<file path="src/rtl/swflow_pkg.sv">
package swflow_pkg;

  typedef enum logic [2:0] {
    SEL_NONE, SEL_OFF1, SEL_OFF2, SEL_ON1, SEL_ON2
  } byteSel_e;

  typedef struct packed {
    logic     clrDelay;
    logic     runDelay;
    byteSel_e byteSel;
  } strobe_t;

  function automatic logic [4:0] trigLevel(input logic [1:0] sel);
    case (sel)
      2'd0:    return 5'd8;
      2'd1:    return 5'd16;
      2'd2:    return 5'd24;
      default: return 5'd28;
    endcase
  endfunction

  function automatic logic [4:0] releaseLevel(input logic [1:0] sel);
    return {sel, 3'b000};
  endfunction

endpackage

</file>
<file path="src/rtl/swflow_dp.sv">
module swflow_dp
  import swflow_pkg::*;
#(
  parameter int CNT_W = 6,
  parameter int CT_W  = 16
) (
  input  logic             clk,
  input  logic             rstN,
  input  strobe_t          strobes,
  input  logic [CNT_W-1:0] fifoCount,
  input  logic [1:0]       trigSel,
  input  logic [7:0]       pauseA,
  input  logic [7:0]       pauseB,
  input  logic [7:0]       resumeA,
  input  logic [7:0]       resumeB,
  input  logic [CT_W-1:0]  charTicks,
  output logic             aboveTrig,
  output logic             atRelease,
  output logic             delayDone,
  output logic [7:0]       injByte
);
  localparam int DLY_W = CT_W + 1;
  localparam int LVL_W = (CNT_W > 5) ? CNT_W : 5;

  logic [DLY_W-1:0] delayCnt;
  logic [DLY_W-1:0] delayLimit;
  logic [LVL_W-1:0] countExt;
  logic [LVL_W-1:0] trigLvl;
  logic [LVL_W-1:0] relLvl;

  assign countExt = LVL_W'(fifoCount);
  assign trigLvl  = LVL_W'(trigLevel(trigSel));
  assign relLvl   = LVL_W'(releaseLevel(trigSel));

  assign aboveTrig = countExt >= trigLvl;
  assign atRelease = countExt <= relLvl;

  assign delayLimit = {charTicks, 1'b0};
  assign delayDone  = strobes.runDelay && ((delayCnt + 1'b1) >= delayLimit);

  always_ff @(posedge clk) begin
    if (!rstN || strobes.clrDelay) delayCnt <= '0;
    else if (strobes.runDelay)     delayCnt <= delayCnt + 1'b1;
  end

  always_comb begin
    case (strobes.byteSel)
      SEL_OFF1: injByte = pauseA;
      SEL_OFF2: injByte = pauseB;
      SEL_ON1:  injByte = resumeA;
      SEL_ON2:  injByte = resumeB;
      default:  injByte = 8'h00;
    endcase
  end
endmodule

</file>
<file path="src/rtl/swflow_ctl.sv">
module swflow_ctl
  import swflow_pkg::*;
(
  input  logic    clk,
  input  logic    rstN,
  input  logic    enable,
  input  logic    aboveTrig,
  input  logic    atRelease,
  input  logic    delayDone,
  input  logic    injAck,
  output logic    injReq,
  output strobe_t strobes
);
  typedef enum logic [2:0] {
    ST_IDLE, ST_WAIT, ST_OFF1, ST_OFF2, ST_HOLD, ST_ON1, ST_ON2
  } state_e;

  state_e state, stateNext;
  logic   sending;
  logic   taken;

  assign sending = (state == ST_OFF1) || (state == ST_OFF2) ||
                   (state == ST_ON1)  || (state == ST_ON2);
  assign injReq  = enable && sending;
  assign taken   = injReq && injAck;

  always_comb begin
    stateNext = state;
    if (!enable) stateNext = ST_IDLE;
    else begin
      case (state)
        ST_IDLE: if (aboveTrig) stateNext = ST_WAIT;
        ST_WAIT: begin
          if (!aboveTrig)     stateNext = ST_IDLE;
          else if (delayDone) stateNext = ST_OFF1;
        end
        ST_OFF1: if (taken) stateNext = ST_OFF2;
        ST_OFF2: if (taken) stateNext = ST_HOLD;
        ST_HOLD: if (atRelease) stateNext = ST_ON1;
        ST_ON1:  if (taken) stateNext = ST_ON2;
        ST_ON2:  if (taken) stateNext = ST_IDLE;
        default: stateNext = ST_IDLE;
      endcase
    end
  end

  always_ff @(posedge clk) begin
    if (!rstN) state <= ST_IDLE;
    else       state <= stateNext;
  end

  always_comb begin
    strobes.runDelay = (state == ST_WAIT);
    strobes.clrDelay = (state != ST_WAIT);
    case (state)
      ST_OFF1: strobes.byteSel = SEL_OFF1;
      ST_OFF2: strobes.byteSel = SEL_OFF2;
      ST_ON1:  strobes.byteSel = SEL_ON1;
      ST_ON2:  strobes.byteSel = SEL_ON2;
      default: strobes.byteSel = SEL_NONE;
    endcase
  end
endmodule

</file>
<file path="src/rtl/swflow_ctrl.sv">
module swflow_ctrl
  import swflow_pkg::*;
#(
  parameter int CNT_W = 6,
  parameter int CT_W  = 16
) (
  input  logic             clk,
  input  logic             rstN,
  input  logic             enable,
  input  logic [CNT_W-1:0] fifoCount,
  input  logic [1:0]       trigSel,
  input  logic [7:0]       pauseA,
  input  logic [7:0]       pauseB,
  input  logic [7:0]       resumeA,
  input  logic [7:0]       resumeB,
  input  logic [CT_W-1:0]  charTicks,
  input  logic             injAck,
  output logic             injReq,
  output logic [7:0]       injByte
);
  strobe_t strobes;
  logic    aboveTrig, atRelease, delayDone;

  swflow_ctl u_ctl (
    .clk(clk), .rstN(rstN), .enable(enable),
    .aboveTrig(aboveTrig), .atRelease(atRelease), .delayDone(delayDone),
    .injAck(injAck), .injReq(injReq), .strobes(strobes)
  );

  swflow_dp #(.CNT_W(CNT_W), .CT_W(CT_W)) u_dp (
    .clk(clk), .rstN(rstN), .strobes(strobes),
    .fifoCount(fifoCount), .trigSel(trigSel),
    .pauseA(pauseA), .pauseB(pauseB), .resumeA(resumeA), .resumeB(resumeB),
    .charTicks(charTicks),
    .aboveTrig(aboveTrig), .atRelease(atRelease), .delayDone(delayDone),
    .injByte(injByte)
  );
endmodule

</file>
<file path="config.mk">
export PLATFORM = sky130hd
export DESIGN_NAME = swflow_ctrl
export DESIGN_NICKNAME = d
export VERILOG_FILES = /design/src/rtl/swflow_pkg.sv /design/src/rtl/swflow_dp.sv /design/src/rtl/swflow_ctl.sv /design/src/rtl/swflow_ctrl.sv
export SDC_FILE = /design/constraint.sdc
export NUM_CORES = 1
export LEC_CHECK = 0
export BUFFER_PORTS_ARGS = -buffer_cell sky130_fd_sc_hd__clkbuf_2
export CORE_ASPECT_RATIO = 1.4
export CORE_MARGIN = 2
export CORE_UTILIZATION = 30
export CTS_CLUSTER_SIZE = 12
export DETAILED_ROUTE_END_ITERATION = 10
export HOLD_SLACK_MARGIN = 0.05
export PLACE_DENSITY = 0.52
export SYNTH_ARGS = -nofsm -noshare
export SYNTH_HDL_FRONTEND = slang
export SYNTH_SLANG_ARGS = --single-unit
</file>
<file path="constraint.sdc">
create_clock -name clk -period 3.6 [get_ports clk]
set_clock_uncertainty 0.15 [all_clocks]
set_input_delay 0.18 -clock clk [delete_from_list [all_inputs] [get_ports clk]]
set_output_delay 0.18 -clock clk [all_outputs]
set_load 0.02 [all_outputs]
</file>
# Word level (Yosys, flattened, before mapping)
# Index checks and enable logic that the tools add are counted.
op_classes:
  bitwise: 0
  add_sub_neg: 1
  n_mul: 0
  div_mod_pow: 0
  eq_ne: 20
  n_shift: 0
  reduce_logical: 12
  muxes: 12
  order_cmp: 3
ops:
  columns: ["cell", "count"]
  rows:
  - ["8-bit one-hot mux with 4 select lines", 1]
  - ["3-bit 2-to-1 mux", 8]
  - ["3-bit one-hot mux with 7 select lines", 1]
  - ["17-bit by 1-bit adder with 17-bit output, second input constant", 1]
  - ["17-bit >= comparator", 1]
  - ["5-bit one-hot mux with 3 select lines", 1]
  - ["3-bit by 2-bit equality test with 1-bit output, second input constant", 4]
  - ["3-bit equality test, second input constant", 4]
  - ["3-bit one-hot mux with 4 select lines", 1]
  - ["2-bit by 1-bit != test with 1-bit output, second input constant", 5]
  - ["7-bit AND reduction", 1]
  - ["3-bit by 1-bit equality test with 1-bit output, second input constant", 2]
  - ["6-bit by 5-bit >= comparator with 1-bit output", 1]
  - ["6-bit by 5-bit less-or-equal comparator with 1-bit output", 1]
  - ["1-bit logical OR", 4]
  - ["1-bit logical AND", 3]
  - ["3-bit zero test", 1]
  - ["3-bit by 1-bit != test with 1-bit output, second input constant", 1]
  - ["3-bit != test, second input constant", 1]
  - ["2-bit by 1-bit equality test with 1-bit output, second input constant", 1]
  - ["2-bit equality test, second input constant", 1]
  - ["2-bit zero test", 1]
  - ["2-bit != test, second input constant", 1]
  - ["2-bit AND reduction", 1]
  - ["1-bit zero test", 1]
totals:
  output_inout_bits: 9
  latchBits: 0
  n_memories: 0
  ramBits: 0
  rom_bits: 0
  input_bits: 60
  elab_cells: 50
  reg_bits: 20

# Logic depth before layout (Yosys ltp)
logic_depth:
  depth_word: 8
  mapped_depth: 13
  mapped_depth_nobuf: 13

# By module
# A second synthesis with hierarchy kept.
unflattened:
  hier_cells: 277
  hier_area_um2: 2079.5
by_module_without_submodules:
  columns: ["mod", "n_inst", "cells_per_inst", "area_each_um2"]
  rows:
  - ["swflow_dp", 1, 240, 1788.0]
  - ["swflow_ctl", 1, 37, 291.5]

# Least setup slack after synthesis
# Ideal clock, no wire load.
synth_path:
  path_kind: "register -> register"
  start: "register u_dp.delayCnt[0]"
  end: "register u_ctl.state[1]"
  stages_incl_launch_ff: 13
  t_arrival_ns: 2.426
  path_buffers: 0
  synth_period_minus_slack_ns: 2.702
  required_ns: 3.324
  setup_ns: 0.126
  setup_slack_ns: 0.898
  path_cell_list: "dfxtp_1 ha_1 nand2_1 nor2_1 and2_1 nand3_1 xnor2_1 ha_1 nand4_1 or4_1 a21oi_2 o22a_1 o22ai_1"
synth_via:
  elab_chain_len: 5
synth_rtl:
  columns: ["item", "line_no", "source"]
  rows:
  - ["start: declaration", "swflow_dp.sv:25", "logic [DLY_W-1:0] delayCnt;"]
  - ["start signal: assignment", "swflow_dp.sv:43", "else if (strobes.runDelay) delayCnt <= delayCnt + 1'b1;"]
  - ["17-bit by 1-bit adder with 17-bit output", "swflow_dp.sv:39", "assign delayDone = strobes.runDelay && ((delayCnt + 1'b1) >= delayLimit);"]
  - ["17-bit >= comparator", "swflow_dp.sv:39", null]
  - ["1-bit logical AND", "swflow_dp.sv:39", null]
  - ["3-bit != test (no source line)", null, null]
  - ["7-bit AND reduction (no source line)", null, null]
  - ["end signal: assignment", "swflow_ctl.sv:49", "else state <= stateNext;"]
  - ["end: declaration", "swflow_ctl.sv:18", "state_e state, stateNext;"]
# Every way passes these cells.
# A chain may end at the register's enable or synchronous reset.

# Worst setup path in the final report
# Ends and elaborated chain as after synthesis.

==> results.toml <==
[yosys]
synth_xor_area_share_pct = 7.55
netlist_area_mm2 = 0.00174
synth.area.mux_share_pct = 5.18
yosysWarnings = 0
synth-compound-area-share_pct = 17.0
syn_inst = 217
synth.avg_cell_area_um2 = 8.02
synthFlopType = "dfxtp_1"
seq_area_frac_synth_pct = 23.0
synth-simple-area-share_pct = 24.7
synth_top_family_by_area = "simple AND/OR/NAND/NOR gates"
async_flop_share_pct = 0
synth_fa_ha_area_share_pct = 15.8
synth.distinct_cells = 44
synth_nets = 299
synth_edf_count = 0
synth_seq_cells = 20

[global_route]
grt_pass1_wl_um = 6710
grtUsageTotal_pct = 13.3
grt_pass1_vias = 1576
antenna_found_initial = 0
grt_max_degree = 19
grt-ovfl-total = 0

[setup_path]
worstPathRequired_ps = 3590
cp_max_fo = 4
cp-start-kind = "flop"
crit_type = "reg2reg"
cp-end-kind = "flop"
cp.arrival_ps = 2920

[clock_tree]
clockBufferDepth = 2
cts_buffers = 3
cts_root_buf = "clkbuf_8"
hold_buffers = 0
htreeDepth = 1
clkSinkCount = 20
cts_tree = "done"
clk_pin_slew_ps = 70
clkLatencyLatePin_ps = 250
ctsResizeCount = 0
postCtsSetupRepairBufs = 0

[finish]
final_cell_area_mm2 = 0.00217
drive_gt1_share_pct = 26.1
syn2layout_area_growth_pct = 24.4
nFillCells = 613
nets = 364
diodes = 0

[floorplanning]
die-height_um = 94.1
ios = 69
rows = 32
start_util_pct = 31.3
fp.dieW_um = 68.4
die_area_mm2 = 0.00643
core_mm2 = 0.00557

[power]
p_total_mw = 0.473
cellLeakagePower_nw = 1.03
peakVddDrop_v = 0.000127
powerDensity_mw_per_mm2 = 218

[detailed_routing]
vias = 1681
ant_nets = 0
wl_per_cell_um = 11.9
wl_um = 4130
dr.pass1.iters = 4
drcViolationCount = 0
dr.first_iter.drc_count = 22
via_per_inst = 4.83

[sta]
final.setup.tns_ps = 0
rsz0062_at_grt = "false"
finalMaxSlewViolations = 0
setup_viol = 0
whs_ps = 75.3
fin_crit_sh_pct = 81.5
final.min_clock_period_ps = 2930
max_freq_ghz = 0.341
max_slew_margin_pct = 50.4
worst_pin_slew_ps = 744
hold_violations = 0

[placed_design]
place.gp.congestion = 0.708
dp_hpwl_um = 3560
io_buffer_count = 68
dpl_cell_area_mm2 = 0.00212

[hold_path]
min_path_type = "in2reg"

[status]
status = "complete, no violations"

[job]
maxCapViolations = 0
-- synth_stat cells, types with 2 or more instances --
cell      number  share of area [%]
ha_1          22                 16
xnor2_1       11                5.5
nor2b_1       19                6.8
a21oi_1        4                1.2
nor3_1         2               0.58
o21ai_0       14                4.0
nor4_1         2               0.72
a22o_1         7                3.5
mux2i_1        9                5.2
xor2_1         4                2.0
and4_1         2                1.0
nand4_1        2               0.72
clkbuf_1       6                1.3
and2_1         2               0.72
inv_1         20                4.3
a211oi_1       2               0.86
nand3_1       13                3.7
nand2b_1       2               0.72
nand2_1       16                3.5
nor2_1        13                2.8
and3_1         2               0.72
dfxtp_1       20                 23
nand3b_1       2               0.86
-- final timing paths --
path | from | slack [ps] | to | cells after the start
setup / recovery | u_dp.delayCnt[0] | 670 | u_ctl.state[1] | 12
hold / removal | injAck | 80 | u_ctl.state[2] | 3
setup reg to reg | u_dp.delayCnt[0] | 670 | u_ctl.state[1] | 12
hold reg to reg | u_dp.delayCnt[0] | 320 | u_dp.delayCnt[0] | 1
-- per-stage QoR --
stage	worst slack, ps	utilization, %	std cells
after floorplan	898	-	217
after global placement	748	38.2	345
after detailed placement	659	38.2	345
after CTS	638	38.9	348
after global routing	430	38.9	348
final	668	38.9	348
-- registers in the layout (all words and copies together) (netlist names) --
| register | count |
|---|---|
| u_dp.delayCnt | 17 |
| u_ctl.state | 3 |
-- worst max-delay path, stage by stage, from the launching register on --
cell and delay [ps]:
dfxtp_1 380, ha_1 220, nand2_1 70, nor2_1 190
and2_1 240, nand3_1 110, xnor2_1 150, ha_1 290
nand4_1 110, or4_1 530, a21oi_2 150, o22a_1 130
o22ai_1 80
-- layout by cell type (no fill, tap or decap), types with 11 or more instances in the layout --
| cell type | instances |
|---|---|
| clkbuf_2 | 68 |
| ha_1 | 22 |
| inv_1 | 20 |
| dfxtp_1 | 20 |
| nor2b_1 | 19 |
| nand2_1 | 16 |
| o21ai_0 | 14 |
| nand3_1 | 13 |
| nor2_1 | 13 |
| xnor2_1 | 11 |
-- routing by layer --
metal  vias up  share of wire, %  global-route usage, %
met1       732                40                   13.9
met4         0              0.68                   3.50
met3         2               8.6                   2.04
li1        885                 -                      -
met5         -                 0                      0
met2        62                51                   26.0
-- layout make-up --
| type | count | area, µm² | area share (%) |
|---|---|---|---|
| Inverter | 20 | 75.1 | 3.47 |
| Clock buffer | 3 | 41.3 | 1.91 |
| Multi-Input combinational cell | 169 | 1220 | 56.5 |
| Timing Repair Buffer | 68 | 340 | 15.7 |
| Sequential cell | 20 | 400 | 18.5 |
| Tap cell | 68 | 85.1 | 3.93 |
-- cells by family after synthesis --
kind of cell | count (synthesis)
simple gates | 81
mux | 9
xor+xnor | 15
flops | 20
compound gates | 42
buf+inv | 28
fa+ha+maj | 22
-- where the power goes --
part           total (mW)  internal [mW]  switching (mW)
logic              0.0977         0.0526          0.0451
clock network       0.145         0.0744          0.0704
registers           0.230          0.223         0.00713
total               0.473          0.350           0.123
(Power assumes the default switching activity.)
